<file path="src/rtl/conv_settle_seq_pkg.sv">
package conv_settle_seq_pkg;

    typedef enum logic [2:0] {
        ST_INIT,
        ST_IDLE,
        ST_SETTLE,
        ST_CONVERT,
        ST_HOLD
    } seq_state_t;

endpackage

</file>
<file path="src/rtl/cs_rate_timing.sv">
module cs_rate_timing #(
    parameter int BASE_LOG2  = 8,
    parameter int CODE_W     = 3,
    parameter int MAX_CODE   = 6,
    parameter int SETTLE_PAD = 8,
    parameter int CNT_W      = 17
) (
    input  logic [CODE_W-1:0] rate_code,
    input  logic              low_power,
    output logic [CNT_W-1:0]  settle_len,
    output logic [CNT_W-1:0]  period_len
);
    localparam int EXP_W       = $clog2(MAX_CODE + 2);
    localparam int PERIOD_BASE = 1 << BASE_LOG2;
    // settling unit is one period plus one eighth of a period
    localparam int SETTLE_UNIT = PERIOD_BASE + (PERIOD_BASE >> 3);

    logic [CODE_W-1:0] code_eff;
    logic [EXP_W-1:0]  rate_exp;

    always_comb begin
        // reserved codes above the slowest rate fold onto it
        if (rate_code > CODE_W'(MAX_CODE)) begin
            code_eff = CODE_W'(MAX_CODE);
        end else begin
            code_eff = rate_code;
        end
        rate_exp   = EXP_W'(code_eff) + EXP_W'(low_power);
        period_len = CNT_W'(PERIOD_BASE) << rate_exp;
        settle_len = (CNT_W'(SETTLE_UNIT) << rate_exp) + CNT_W'(SETTLE_PAD);
    end

endmodule

</file>
<file path="src/rtl/cs_run_ctrl.sv">
module cs_run_ctrl (
    input  logic clk,
    input  logic rst_n,
    input  logic soft_rst,
    input  logic cmd_start,
    input  logic cmd_stop,
    input  logic start_pin,
    output logic run_eff,
    output logic start_evt
);
    logic run_flag;
    logic pin_q;

    always_ff @(posedge clk or negedge rst_n) begin
        if (!rst_n) begin
            run_flag <= 1'b0;
            pin_q    <= 1'b0;
        end else begin
            pin_q <= start_pin;
            if (soft_rst || cmd_stop) begin
                run_flag <= 1'b0;
            end else if (cmd_start) begin
                run_flag <= 1'b1;
            end
        end
    end

    always_comb begin
        run_eff   = start_pin | run_flag;
        start_evt = (cmd_start & ~cmd_stop) | (start_pin & ~pin_q);
    end

endmodule

</file>
<file path="src/rtl/cs_step_track.sv">
module cs_step_track #(
    parameter int STEP_SAMPLES = 3
) (
    input  logic clk,
    input  logic rst_n,
    input  logic clear,
    input  logic step_mark,
    input  logic sample_evt,
    output logic unsettled
);
    localparam int LEFT_W = $clog2(STEP_SAMPLES + 1);

    logic [LEFT_W-1:0] left;

    always_ff @(posedge clk or negedge rst_n) begin
        if (!rst_n) begin
            left      <= '0;
            unsettled <= 1'b0;
        end else begin
            unsettled <= sample_evt && (step_mark || (left != '0));
            if (clear) begin
                left <= '0;
            end else if (step_mark) begin
                // a sample on the marking edge is the first of the flagged ones
                left <= sample_evt ? LEFT_W'(STEP_SAMPLES - 1) : LEFT_W'(STEP_SAMPLES);
            end else if (sample_evt && (left != '0)) begin
                left <= left - 1'b1;
            end
        end
    end

endmodule

</file>
<file path="src/rtl/conv_settle_seq.sv">
module conv_settle_seq
    import conv_settle_seq_pkg::*;
#(
    parameter int INIT_CYCLES  = 18,
    parameter int BASE_LOG2    = 8,
    parameter int CODE_W       = 3,
    parameter int MAX_CODE     = 6,
    parameter int SETTLE_PAD   = 8,
    parameter int STEP_SAMPLES = 3
) (
    input  logic              clk,
    input  logic              rst_pin_n,
    input  logic              cmd_reset,
    input  logic              cmd_start,
    input  logic              cmd_stop,
    input  logic              start_pin,
    input  logic [CODE_W-1:0] rate_code,
    input  logic              low_power,
    input  logic              single_shot,
    input  logic              cfg_write,
    input  logic              rdback_done,
    input  logic              step_mark,
    output logic              drdy_n,
    output logic              init_busy,
    output logic              sample_pulse,
    output logic              unsettled
);
    localparam int CNT_W = BASE_LOG2 + MAX_CODE + 3;

    seq_state_t       state, state_nxt;
    logic [CNT_W-1:0] cnt, cnt_nxt;
    logic [CNT_W-1:0] settle_len, period_len;
    logic             run_eff, start_evt;
    logic             sample_evt, enter_settle;

    cs_rate_timing #(
        .BASE_LOG2 (BASE_LOG2),
        .CODE_W    (CODE_W),
        .MAX_CODE  (MAX_CODE),
        .SETTLE_PAD(SETTLE_PAD),
        .CNT_W     (CNT_W)
    ) u_rate (
        .rate_code (rate_code),
        .low_power (low_power),
        .settle_len(settle_len),
        .period_len(period_len)
    );

    cs_run_ctrl u_run (
        .clk      (clk),
        .rst_n    (rst_pin_n),
        .soft_rst (cmd_reset),
        .cmd_start(cmd_start),
        .cmd_stop (cmd_stop),
        .start_pin(start_pin),
        .run_eff  (run_eff),
        .start_evt(start_evt)
    );

    cs_step_track #(
        .STEP_SAMPLES(STEP_SAMPLES)
    ) u_step (
        .clk       (clk),
        .rst_n     (rst_pin_n),
        .clear     (enter_settle | cmd_reset),
        .step_mark (step_mark),
        .sample_evt(sample_evt),
        .unsettled (unsettled)
    );

    // next-state and counter logic
    always_comb begin
        state_nxt    = state;
        cnt_nxt      = cnt + 1'b1;
        sample_evt   = 1'b0;
        enter_settle = 1'b0;
        if (cmd_reset) begin
            state_nxt = ST_INIT;
            cnt_nxt   = '0;
        end else begin
            unique case (state)
                ST_INIT: begin
                    if (cnt == CNT_W'(INIT_CYCLES - 1)) begin
                        cnt_nxt = '0;
                        if (run_eff) begin
                            state_nxt    = ST_SETTLE;
                            enter_settle = 1'b1;
                        end else begin
                            state_nxt = ST_IDLE;
                        end
                    end
                end
                ST_IDLE: begin
                    cnt_nxt = '0;
                    if (run_eff || start_evt) begin
                        state_nxt    = ST_SETTLE;
                        enter_settle = 1'b1;
                    end
                end
                ST_SETTLE, ST_CONVERT: begin
                    if (start_evt || cfg_write) begin
                        state_nxt    = ST_SETTLE;
                        cnt_nxt      = '0;
                        enter_settle = 1'b1;
                    end else if (cnt == ((state == ST_SETTLE) ? settle_len : period_len) - 1'b1) begin
                        sample_evt = 1'b1;
                        cnt_nxt    = '0;
                        if (!run_eff) begin
                            state_nxt = ST_IDLE;
                        end else if (single_shot) begin
                            state_nxt = ST_HOLD;
                        end else begin
                            state_nxt = ST_CONVERT;
                        end
                    end
                end
                ST_HOLD: begin
                    cnt_nxt = '0;
                    if (start_evt) begin
                        state_nxt    = ST_SETTLE;
                        enter_settle = 1'b1;
                    end else if (!run_eff) begin
                        state_nxt = ST_IDLE;
                    end
                end
            endcase
        end
    end

    // state register
    always_ff @(posedge clk or negedge rst_pin_n) begin
        if (!rst_pin_n) begin
            state <= ST_INIT;
            cnt   <= '0;
        end else begin
            state <= state_nxt;
            cnt   <= cnt_nxt;
        end
    end

    // registered outputs
    always_ff @(posedge clk or negedge rst_pin_n) begin
        if (!rst_pin_n) begin
            drdy_n       <= 1'b1;
            init_busy    <= 1'b1;
            sample_pulse <= 1'b0;
        end else begin
            init_busy    <= (state_nxt == ST_INIT);
            sample_pulse <= sample_evt;
            if (sample_evt) begin
                drdy_n <= 1'b0;
            end else if (cmd_reset || enter_settle || rdback_done) begin
                drdy_n <= 1'b1;
            end else if ((state == ST_CONVERT) && (cnt == period_len - 2'd2)) begin
                drdy_n <= 1'b1;
            end
        end
    end

endmodule

</file>
<file path="config.mk">
export PLATFORM = sky130hd
export DESIGN_NAME = conv_settle_seq
export DESIGN_NICKNAME = d
export VERILOG_FILES = /design/src/rtl/conv_settle_seq_pkg.sv /design/src/rtl/cs_rate_timing.sv /design/src/rtl/cs_run_ctrl.sv /design/src/rtl/cs_step_track.sv /design/src/rtl/conv_settle_seq.sv
export SDC_FILE = /design/constraint.sdc
export NUM_CORES = 1
export LEC_CHECK = 0
export BUFFER_PORTS_ARGS = -buffer_cell sky130_fd_sc_hd__buf_4
export CORE_MARGIN = 3
export CORE_UTILIZATION = 62
export DETAILED_ROUTE_END_ITERATION = 7
export GPL_ROUTABILITY_DRIVEN = 1
export MAX_ROUTING_LAYER = met4
export PLACE_DENSITY = 0.81
export SYNTH_ARGS = -nofsm -noshare
export SYNTH_HDL_FRONTEND = slang
export SYNTH_HIERARCHICAL = 1
export SYNTH_SLANG_ARGS = --single-unit
</file>
<file path="constraint.sdc">
create_clock -name clk -period 7.09 [get_ports clk]
set_input_delay 0 -clock clk [delete_from_list [all_inputs] [get_ports clk]]
set_output_delay 0 -clock clk [all_outputs]
set_load 0.02 [all_outputs]
</file>
---- Word level (Yosys, flattened, before mapping) ----
Index checks and enable logic that the tools add are counted.
cells by class
  add/sub/neg operators ................... 6
  muxes and demuxes ....................... 38
  bitwise operators ....................... 7
  reductions and logical operators ........ 17
  divide/modulo/power cells ............... 0
  shift operators ......................... 2
  equal/unequal tests ..................... 7
  magnitude comparators ................... 1
  multipliers ............................. 0
operator list
  operator                                             count
  two-way mux 17 bit                                   5
  case mux 17 bit (3 select lines)                     1
  == test 17 bit                                       2
  left shift 9 x 3 -> 17 bit (first input constant)    2
  two-way mux 3 bit                                    10
  adder 17 x 1 -> 17 bit (second input constant)       1
  adder 17 x 5 -> 17 bit (second input constant)       1
  == test 17 x 5 -> 1 bit (second input constant)      1
  subtractor 17 x 1 -> 17 bit (second input constant)  1
  subtractor 17 x 2 -> 17 bit (second input constant)  1
  two-way mux 1 bit                                    16
  case mux 3 bit (4 select lines)                      1
  two-way mux 2 bit                                    4
  == test 3 x 2 -> 1 bit (second input constant)       2
  logical NOT 3 bit                                    2
  logical OR 1 bit                                     6
  nonzero test 3 bit                                   2
  case mux 1 bit (4 select lines)                      1
  nonzero test 2 bit                                   2
  OR reduction 2 bit                                   2
  adder 3 x 1 -> 3 bit                                 1
  == test 3 x 1 -> 1 bit (second input constant)       1
  == test 3 bit (second input constant)                1
  > comparator 3 bit (second input constant)           1
  5 further kinds                                      11
storage, ports and cells
  memories ................................ 0
  flip-flop bits (word level) ............. 28
  output and inout port bits .............. 4
  logic and storage cells ................. 87
  memory bits (read-only) ................. 0
  RAM bits ................................ 0
  bits in latches ......................... 0
  input port bits ......................... 14

---- Longest topological paths before layout ----
Gate-level depths: netlist (run 1).
  depth in word-level cells ............... 16
  gate-level depth with buffers ........... 18
  depth with buffers taken out ............ 17

---- Modules after synthesis ----
The synthesis (run 1) kept the hierarchy.
by module, submodules not included
  module           seq. area each (um^2)  cells each  area each (um^2)  instances
  conv_settle_seq  578.1                  377         2956.6            1
  cs_rate_timing   0.0                    49          372.9             1
  cs_step_track    75.1                   17          171.4             1
  cs_run_ctrl      50.0                   8           78.8              1

---- Least setup slack after synthesis (run 1) ----
No wires, ideal clock.
  kind .................................... in2reg
  from .................................... input rate_code[0]
  to ...................................... register u_step.left[1]
  cell stages on the path ................. 18
  data arrival time ....................... 3.748 ns
  setup time .............................. 0.073 ns
  slack ................................... 3.269 ns
  path buffers ............................ 1
  data required time ...................... 7.017 ns
  path through ............................ a21boi_4 > and2_1 > ha_1 > xor2_1 > nor2_1 > and2_1 > clkbuf_1 > nor4_1 > nand2_1 > nor2_1 > a31oi_1 > or4_1 > a31oi_1 > nand3_2 > nor3_1 > nor2b_4 > mux2_4 > a21oi_2
between the ends
  elaborated cells between the ends (all ways) .. 15
  classes of those cells .................. 3 x add/sub; 1 x order compare; 1 x eq/ne; 2 x shift; 6 x mux; 2 x reduce/logical
RTL lines
  what                                     line                    text
  from (decl)                              conv_settle_seq.sv:17   input logic [CODE_W-1:0] rate_code,
  > comparator 3 bit                       cs_rate_timing.sv:23    if (rate_code > CODE_W'(MAX_CODE)) begin
  two-way mux 3 bit (*)                    cs_rate_timing.sv:23
  adder 3 x 1 -> 3 bit (*)                 cs_rate_timing.sv:28    rate_exp = EXP_W'(code_eff) + EXP_W'(low_power);
  left shift 9 x 3 -> 17 bit (*)           cs_rate_timing.sv:29    period_len = CNT_W'(PERIOD_BASE) << rate_exp;
  named net period_len[8]                  conv_settle_seq.sv:32   logic [CNT_W-1:0] settle_len, period_len;
  two-way mux 17 bit (*)                   conv_settle_seq.sv:105  end else if (cnt == ((state == ST_SETTLE) ? settle_len : period_len) - 1'b1) begin
  subtractor 17 x 1 -> 17 bit (*)          conv_settle_seq.sv:105
  == test 17 bit (*)                       conv_settle_seq.sv:105
  two-way mux 1 bit (*)                    conv_settle_seq.sv:105
  two-way mux 1 bit (*)                    conv_settle_seq.sv:101  if (start_evt || cfg_write) begin
  two-way mux 1 bit (*)                    conv_settle_seq.sv:81   unique case (state)
  two-way mux 1 bit (*)                    conv_settle_seq.sv:77   if (cmd_reset) begin
  named net sample_evt                     conv_settle_seq.sv:34   logic sample_evt, enter_settle;
  logical AND 1 bit (*)                    cs_step_track.sv:26     end else if (sample_evt && (left != '0)) begin
  nonzero test 3 bit (no source line) (*)  --
  to (signal assigned)                     cs_step_track.sv:25     left <= sample_evt ? LEFT_W'(STEP_SAMPLES - 1) : LEFT_W'(STEP_SAMPLES);
  to (signal assigned)                     cs_step_track.sv:27     left <= left - 1'b1;
  to (decl)                                cs_step_track.sv:13     logic [LEFT_W-1:0] left;
The timed path passes the listed nets; every way through them passes the cells marked *.
A chain may end at the register's enable or synchronous reset.

---- Final worst setup path (run 1) ----
  from .................................... input rate_code[2]
  to ...................................... register u_step.left[1]
The elaborated chain is that of the path after synthesis.

==> results of run 1 <==
==> metal layers <==
layer	GRT usage	vias to the layer above	share of wire	routed length, µm
met5	-	-	0	0
met4	0.05150	0	0.0084	68
met3	0.03399	6	0.062	500
met2	0.4338	127	0.50	4036
met1	0.3383	1467	0.43	3491
li1	-	1531	-	-
==> Yosys cell counts (8+ instances only) <==
cell / instances
nand4_1: 8
dfrtp_1: 26
nor4_1: 10
nand3_1: 16
a21oi_1: 13
buf_4: 22
nor3_1: 35
inv_1: 17
mux2i_1: 21
clkbuf_1: 22
nand2_1: 19
xor2_1: 25
xnor2_1: 44
a31oi_1: 10
nor2_1: 39
o21ai_0: 13
==> power groups by stage <==
stage | logic (W) | clock network (W) | registers, W
global route | 0.000355 | 0.000131 | 0.000206
global placement | 0.000304 | 0 | 0.000205
detailed placement | 0.000312 | 0 | 0.000206
floorplan | 0.000294 | 0 | 0.000189
finish | 0.000322 | 0.000124 | 0.000204
CTS | 0.000315 | 0.000125 | 0.000203
==> registers in the layout (all words and copies together), names as in the netlist <==
register / flops
init_busy: 1
state: 3
drdy_n: 1
u_step/left: 2
u_run/pin_q: 1
u_run/run_flag: 1
cnt: 17
u_step/unsettled: 1
sample_pulse: 1
==> tightest hold or removal path, cell delays in order <==
cell,delay [ns]
buf_4,0.11
nor2_1,0.10
nor3_1,0.05
==> metrics by stage <==
| stage | util | power (W) | cells | area [µm²] |
|---|---|---|---|---|
| 6_report | 0.6572 | 0.0006508 | 509 | 3641 |
| 5_1_grt | 0.6572 | 0.0006919 | 509 | 3641 |
| 4_1_cts | 0.6572 | 0.0006429 | 509 | 3641 |
| 3_5_place_dp | 0.6371 | 0.0005174 | 501 | 3530 |
| 3_3_place_gp | 0.6371 | 0.0005098 | 501 | 3530 |
| 2_1_floorplan | - | 0.0004827 | 464 | 3628 |
==> worst max-delay path by stage <==
stage                       startpoint  cells past startpoint  slack, ns        endpoint
after global routing      rate_code[2]                     18       2.49  u_step/left[1]
final                     rate_code[2]                     18       2.74  u_step/left[1]
after CTS                 rate_code[2]                     18       2.83  u_step/left[1]
after floorplan           rate_code[0]                     18       3.27  u_step/left[1]
after global placement    rate_code[2]                     18       2.83  u_step/left[1]
after detailed placement  rate_code[2]                     18       2.54  u_step/left[1]
==> timing repair <==
action,CTS,global route
endpoints found under the hold margin,32,0
endpoints found under the setup margin,0,0
hold buffers,4,0
==> area by class of cell <==
type                    instances  area share
clock buffers                   3     0.01134
clock inverters                 1    0.008247
inverters                      17     0.01753
multi-input cells             366      0.6969
flip-flops and latches         28      0.1931
well taps                      72     0.02474
repair buffers                 22     0.04811
==> logic make-up (layout without fill, tap and decap cells) <==
logic type                 after synthesis  in the layout  share of synthesized area
buffers and inverters                   70             43                     0.1084
muxes                                   24             24                    0.07025
xor gates and xnor gates                70             70                     0.1765
AOI/OAI and AO/OA                       77             77                     0.1555
other                                    2             15                   0.002098
adders and majority gates                7              7                    0.02447
and+or+nand+nor                        173            173                     0.2663
DFF                                     28             28                     0.1964
==> flow_summary.json, run 1 <==
{
  "status": "finished, final reports clean",
  "rows": 27,
  "maxSlewViolCount": 0,
  "insertion_delay_ns": 0.28,
  "die_h_um": 81.99,
  "hold_end": "u_run/run_flag",
  "hold_violations": 0,
  "cts_inserted_buffers": 3,
  "place_ws_ns": 2.537,
  "fmax_mhz": 230.1,
  "hold_depth": 3,
  "finClkSkew_ns": 0.01091,
  "powerDensity_mw_per_mm2": 178.8,
  "hold_path.class": "in2reg",
  "pwr-share-clk": 0.191,
  "sw_frac_of_total": 0.4087,
  "cts_sinks": 28,
  "setup_slack_ns": 2.745,
  "drt-initial-drc-count": 190,
  "cp_top_family": "simple AND/OR/NAND/NOR gates",
  "totalWireLength_um": 8097,
  "ys.flop_type": "dfrtp_1",
  "switchingPower_w": 0.0002660,
  "relSlewSlack": 0.1758,
  "required_ns": 7.30,
  "ys.warnings.count": 6,
  "design.core.area_mm2": 0.005540,
  "clockRootBuffer": "clkbuf_8",
  "vias": 3131,
  "clkSlewWorstSetupHoldPaths_ns": 0.10,
  "ant_nets": 0,
  "peakVddDrop_uv": 174.3,
  "firstDrtPassIters": 4,
  "grt_pass1_vias": 2942,
  "final_common_cell": "xnor2_1",
  "pwr-share-comb": 0.495,
  "synth_largest_area_cell": "dfrtp_1",
  "fin_crit_sh": 0.6129,
  "area_delta_synth_final_pct": 1.713,
  "holdWs_ns": 0.01870,
  "ys_ff_latch": 28,
  "post-cts-setup-buffer-count": 0,
  "io_pins": 18,
  "crit_buf_inv": 1,
  "cp_cell_sequence": "buf_4 > a21boi_4 > and2_1 > ha_1 > xor2_1 > nor2_1 > and2_1 > nor4_1 > nand2_1 > nor2_1 > a31oi_1 > or4_1 > a31oi_1 > nand3_2 > nor3_1 > nor2b_4 > mux2_4 > a21oi_2",
  "period_needed_ns": 4.345,
  "max_slew.worst_pin.slew_ns": 1.227,
  "synthTopCellsByArea": "dfrtp_1 18%, xnor2_1 11%, xor2_1 6.1%",
  "drc": 0,
  "h-tree-depth": 1,
  "nFillCells": 471,
  "via_per_inst": 6.151,
  "synth_area_per_cell_um2": 7.937,
  "fin_nets": 459,
  "power_frac_seq": 0.314,
  "synth_top_area_share": 0.1818,
  "register_area_um2": 703.2,
  "cts_resized": 0,
  "diodes": 0,
  "synth.yosys.seq_area_share": 0.1964,
  "r2r-end": "u_step/left[1]",
  "initial_core_util": 0.6461,
  "yosysUniqueCellTypes": 73,
  "grt_overflow": 0,
  "p_leak_nw": 1.524,
  "final.setup.tns_ns": 0,
  "grt_pass1_wl_um": 13620,
  "start_kind": "primary input",
  "setup_viol": 0,
  "dieArea_mm2": 0.006722,
  "drive_above_1_share": 0.1053,
  "cts_buffer_depth": 2,
  "synthCells": 451,
  "synth-async-reset-ratio": 1.000,
  "multiInputGateArea_mm2": 0.002537,
  "cp_max_fo": 15,
  "gp_congestion": 0.9489,
  "hp-start": "cmd_start",
  "synth-edff-count": 0,
  "reg2reg_setup_slack_ns": 2.94,
  "synth_area_mm2": 0.003580,
  "rsz0062_at_grt": "false",
  "p_int_w": 0.0003848,
  "crit_slowest_cell": "nor4_1",
  "critPathArrivalTime_ns": 4.56,
  "grt_max_degree": 33,
  "grt_usage": 0.2598,
  "fp.dieW_um": 81.99,
  "mostFrequentLayoutCells": "44 x xnor2_1, 39 x nor2_1, 35 x nor3_1",
  "cap_violations": 0,
  "cp-end-kind": "flop",
  "criticalPathCategory": "in2reg",
  "hpwl_um": 6093,
  "cts_tree": "done",
  "ff2ff_path_depth": 10,
  "portBuffers": 17,
  "slowest_delay_ns": 0.61,
  "r2r_start": "state[2]",
  "antenna_found_initial": 0,
  "wl_per_cell_um": 15.91
}
Note: power is estimated with default switching activity, not from simulation.
==> run 2, diff against run 1 <==
- clock period: 7.09 -> 4.4 ns (I/O delays scaled with it)
==> flow_summary.json, run 2 (synthesized netlist as in run 1, its figures left out) <==
{
  "status": "finished, final reports clean",
  "grt_overflow": 0,
  "required_ns": 4.61,
  "rows": 27,
  "cts_sinks": 28,
  "vias": 3186,
  "cts_tree": "done",
  "p_leak_nw": 1.554,
  "grt_pass1_vias": 2860,
  "fin_nets": 466,
  "cp_max_fo": 11,
  "final_common_cell": "xnor2_1",
  "criticalPathCategory": "in2reg",
  "drt-initial-drc-count": 223,
  "hold_depth": 3,
  "place_ws_ns": 0.2830,
  "critPathArrivalTime_ns": 4.13,
  "dieArea_mm2": 0.006722,
  "finClkSkew_ns": 0.003795,
  "reg2reg_setup_slack_ns": 0.51,
  "h-tree-depth": 1,
  "max_slew.worst_pin.slew_ns": 1.189,
  "nFillCells": 500,
  "largest_reg_flops": 17,
  "crit_slowest_cell": "nor4_1",
  "firstDrtPassIters": 5,
  "fin_crit_sh": 0.8893,
  "rsz0062_at_grt": "false",
  "start_kind": "primary input",
  "area_delta_synth_final_pct": 2.726,
  "mostFrequentLayoutCells": "44 x xnor2_1, 39 x nor2_1, 35 x nor3_1",
  "grt_usage": 0.2581,
  "placed_area_mm2": 0.003582,
  "r2r_start": "state[1]",
  "cts_inserted_buffers": 3,
  "hold_violations": 0,
  "fmax_mhz": 255.6,
  "die_h_um": 81.99,
  "final.setup.tns_ns": 0,
  "cp_cell_sequence": "buf_4 > a21boi_4 > and2_1 > ha_1 > xor2_1 > nor3_1 > nor4_1 > nand2_1 > nor2_1 > a31oi_1 > or4_1 > a31oi_1 > nand3_2 > nor3_1 > nor2b_4 > mux2_4 > a21oi_2",
  "wl_per_cell_um": 15.79,
  "cp-end-kind": "flop",
  "setup_viol": 0,
  "hold_end": "u_run/run_flag",
  "powerDensity_mw_per_mm2": 277.4,
  "fp.dieW_um": 81.99,
  "design.core.area_mm2": 0.005540,
  "hpwl_um": 6234,
  "totalWireLength_um": 8150,
  "hp-start": "cmd_start",
  "cp_top_family": "simple AND/OR/NAND/NOR gates",
  "relSlewSlack": 0.2015,
  "design_area_mm2": 0.003677,
  "grt_max_degree": 29,
  "crit_buf_inv": 1,
  "insertion_delay_ns": 0.27,
  "cap_violations": 0,
  "setup_slack_ns": 0.4871,
  "ff2ff_path_depth": 12,
  "clkSlewWorstSetupHoldPaths_ns": 0.09,
  "period_needed_ns": 3.913,
  "top_regs": "cnt (17), state (3), u_step/left (2)",
  "drc": 0,
  "portBuffers": 17,
  "hold_path.class": "in2reg",
  "io_pins": 18,
  "ant_nets": 0,
  "final_core_util": 0.6637,
  "cts_buffer_depth": 2,
  "r2r-end": "u_step/left[1]",
  "regMostFlops": "cnt",
  "grt_pass1_wl_um": 13300,
  "via_per_inst": 6.174,
  "antenna_found_initial": 0,
  "maxSlewViolCount": 0,
  "slowest_delay_ns": 0.60,
  "clockRootBuffer": "clkbuf_8",
  "diodes": 0,
  "gp_congestion": 0.9518,
  "peakVddDrop_uv": 197.5,
  "drive_above_1_share": 0.1194,
  "initial_core_util": 0.6461
}
[run 2: area by class of cell]
type                            instances  area, µm²  share of cell area
Clock buffer                            4      55.05             0.01497
Inverter                               17      63.81             0.01735
Multi-Input combinational cell        366       2537              0.6900
Sequential cell                        28      703.2              0.1912
Tap cell                               72      90.09             0.02450
Timing Repair Buffer                   29      227.7             0.06193
[run 2: how the worst max path moves through the flow]
stage	from	end	cells after the start
2_1_floorplan	rate_code[0]	u_step/left[1]	18
6_report	rate_code[2]	u_step/left[1]	17
3_5_place_dp	rate_code[2]	u_step/left[1]	17
5_1_grt	rate_code[2]	u_step/left[1]	17
4_1_cts	rate_code[2]	u_step/left[1]	17
3_3_place_gp	rate_code[2]	u_step/left[1]	14
[run 2: tightest hold or removal path, stage by stage]
cell    delay (ns)
buf_4         0.11
nor2_1        0.09
nor3_1        0.05
[run 2: through the flow]
stage | std cells | hold slack, ns | total power, W
after global placement | 508 | -0.06933 | 0.0008361
after floorplan | 464 | -0.2956 | 0.0007778
final | 516 | 0.01481 | 0.001020
after global routing | 516 | 0.008742 | 0.001088
after CTS | 516 | 0.01403 | 0.001007
after detailed placement | 508 | -0.06888 | 0.0008461
[run 2: power by group]
part | switching, W | internal [W] | leakage [nW] | total (W)
logic | 0.000316 | 0.000226 | 1.15 | 0.000541
registers | 0.0000388 | 0.000283 | 0.376 | 0.000322
clock network | 0.0000766 | 0.0000801 | 0.0288 | 0.000157
[run 2: metal layers]
metal,up-vias,part of all wire,GRT usage
met3,20,0.047,0.03289
met2,96,0.48,0.4055
li1,1554,-,-
met4,0,0.025,0.08140
met1,1516,0.45,0.3455
met5,-,0,-
[run 2: timing repair]
| action | 4_1_cts | 5_1_grt |
|---|---|---|
| gates resized for setup | 0 | 0 |
| hold buffers | 4 | 0 |
| endpoints found under the setup margin | 0 | 0 |
| hold endpoints to repair | 32 | 0 |
| setup buffers | 0 | 0 |
==> run 3, diff against run 2 <==
- CAP_MARGIN: not set -> 5
- clock period: 4.4 -> 3.7 ns (I/O delays scaled with it)
==> flow_summary.json, run 3 (synthesized netlist as in run 1, its figures left out) <==
{
  "status": "finished, final reports clean",
  "r2r_start": "state[0]",
  "fin_nets": 478,
  "placed_area_mm2": 0.003696,
  "totalWireLength_um": 8344,
  "p_int_w": 0.0007293,
  "maxSlewViolCount": 0,
  "mostFrequentLayoutCells": "44 x xnor2_1, 39 x nor2_1, 36 x buf_4",
  "cp-end-kind": "flop",
  "cts_sinks": 28,
  "final.setup.tns_ns": 0,
  "cts_buffer_depth": 2,
  "rsz0062_at_grt": "false",
  "pwr-share-clk": 0.146,
  "pwr-share-comb": 0.551,
  "cp_max_fo": 5,
  "nFillCells": 454,
  "reg2reg_setup_slack_ns": 0.42,
  "die_h_um": 81.99,
  "grt_overflow": 0,
  "critPathArrivalTime_ns": 3.61,
  "io_pins": 18,
  "r2r-end": "u_step/left[1]",
  "rows": 27,
  "slowest_delay_ns": 0.38,
  "holdWs_ns": 0.02325,
  "hold_path.class": "in2reg",
  "drive_above_1_share": 0.1469,
  "regMostFlops": "cnt",
  "required_ns": 3.91,
  "power_frac_seq": 0.303,
  "clockRootBuffer": "clkbuf_8",
  "firstDrtPassIters": 5,
  "final_common_cell": "xnor2_1",
  "hpwl_um": 6473,
  "p_leak_nw": 1.624,
  "gp_congestion": 0.9541,
  "cp_top_family": "simple AND/OR/NAND/NOR gates",
  "vias": 3240,
  "criticalPathCategory": "in2reg",
  "insertion_delay_ns": 0.27,
  "max_slew.worst_pin.slew_ns": 0.8000,
  "powerDensity_mw_per_mm2": 329.6,
  "antenna_found_initial": 0,
  "grt_pass1_wl_um": 13220,
  "hold_violations": 0,
  "fp.dieW_um": 81.99,
  "cts_tree": "done",
  "hp-start": "cmd_start",
  "period_needed_ns": 3.405,
  "h-tree-depth": 1,
  "design_area_mm2": 0.003791,
  "diodes": 0,
  "via_per_inst": 6.136,
  "cts_resized": 0,
  "setup_slack_ns": 0.2955,
  "fin_crit_sh": 0.9201,
  "drt-initial-drc-count": 201,
  "sw_frac_of_total": 0.4164,
  "wl_per_cell_um": 15.80,
  "hold_depth": 3,
  "setup_viol": 0,
  "ff2ff_path_depth": 12,
  "place_ws_ns": 0.03816,
  "finClkSkew_ns": 0.003520,
  "critPathMostFrequentCell": "and2_1",
  "crit_slowest_cell": "nor4_2",
  "grt_usage": 0.2593,
  "grt_pass1_vias": 2907,
  "ant_nets": 0,
  "post-cts-setup-buffer-count": 0,
  "top_regs": "cnt (17), state (3), u_step/left (2)",
  "grt_max_degree": 33,
  "dieArea_mm2": 0.006722,
  "cts_inserted_buffers": 3,
  "start_kind": "primary input",
  "largest_reg_flops": 17,
  "relSlewSlack": 0.4643,
  "hold_end": "u_run/run_flag",
  "portBuffers": 17,
  "peakVddDrop_uv": 250.2,
  "switchingPower_w": 0.0005203,
  "area_delta_synth_final_pct": 5.907,
  "crit_buf_inv": 1,
  "drc": 0,
  "clkSlewWorstSetupHoldPaths_ns": 0.08,
  "cap_violations": 0,
  "design.core.area_mm2": 0.005540,
  "initial_core_util": 0.6461,
  "cp_cell_sequence": "buf_4 > a21boi_4 > and2_1 > ha_1 > xor2_1 > nor2_1 > and2_1 > nor4_2 > nand3_1 > a211oi_1 > a31oi_1 > nor4b_4 > nand3_2 > nor3_2 > nor2b_4 > mux2_4 > a21oi_2",
  "fmax_mhz": 293.7
}
run 3: cell count changes in the layout (fill, tap and decap cells not counted), sizes merged:
cell,delta
buf,+12
run 3: final cells by class:
type / count / area (µm²) / area share
multi-input combinational: 366 / 2549 / 0.6723
inverter: 17 / 63.81 / 0.01683
sequential: 28 / 703.2 / 0.1855
timing repair buffer: 41 / 330.3 / 0.08713
tap: 72 / 90.09 / 0.02376
clock buffer: 4 / 55.05 / 0.01452
run 3: repair_timing:
item,CTS,global route
hold endpoints to repair,32,0
setup endpoints to repair,0,0
hold buffers,4,0
run 3: power by group through the flow:
stage	registers, W	logic [W]	clock network (W)
3_3_place_gp	0.000381	0.000647	0
2_1_floorplan	0.000362	0.000564	0
3_5_place_dp	0.000384	0.000666	0
5_1_grt	0.000383	0.000751	0.000201
6_report	0.000379	0.000689	0.000182
4_1_cts	0.000378	0.000672	0.000188
run 3: through the flow:
step	instances	power, W	utilization
after floorplan	464	0.0009265	-
after global placement	520	0.001029	0.6671
after detailed placement	520	0.001050	0.6671
after CTS	528	0.001238	0.6843
after global routing	528	0.001335	0.6843
final	528	0.001250	0.6843
run 3: worst max path at each step:
stage	start	end	cells past startpoint
4_1_cts	rate_code[2]	u_step/left[1]	17
2_1_floorplan	rate_code[0]	u_step/left[1]	18
3_5_place_dp	rate_code[2]	u_step/left[1]	17
3_3_place_gp	rate_code[0]	u_step/left[1]	17
6_report	rate_code[2]	u_step/left[1]	17
5_1_grt	rate_code[2]	u_step/left[1]	18
run 3: worst register-to-register path, stage by stage (launching register included):
cell     delay (ns)
dfrtp_1        0.38
or3b_1         0.42
buf_12         0.19
mux2i_1        0.17
xnor2_1        0.33
nand2_1        0.07
or4_1          0.41
a31oi_1        0.25
nand3_2        0.18
nor3_2         0.17
nor2b_4        0.19
mux2_4         0.31
a21oi_2        0.12
run 3: per-layer routing:
| metal | GRT usage | part of all wire |
|---|---|---|
| met5 | - | 0 |
| met1 | 0.3300 | 0.45 |
| met2 | 0.4297 | 0.49 |
| met3 | 0.02961 | 0.042 |
| met4 | 0.08306 | 0.016 |
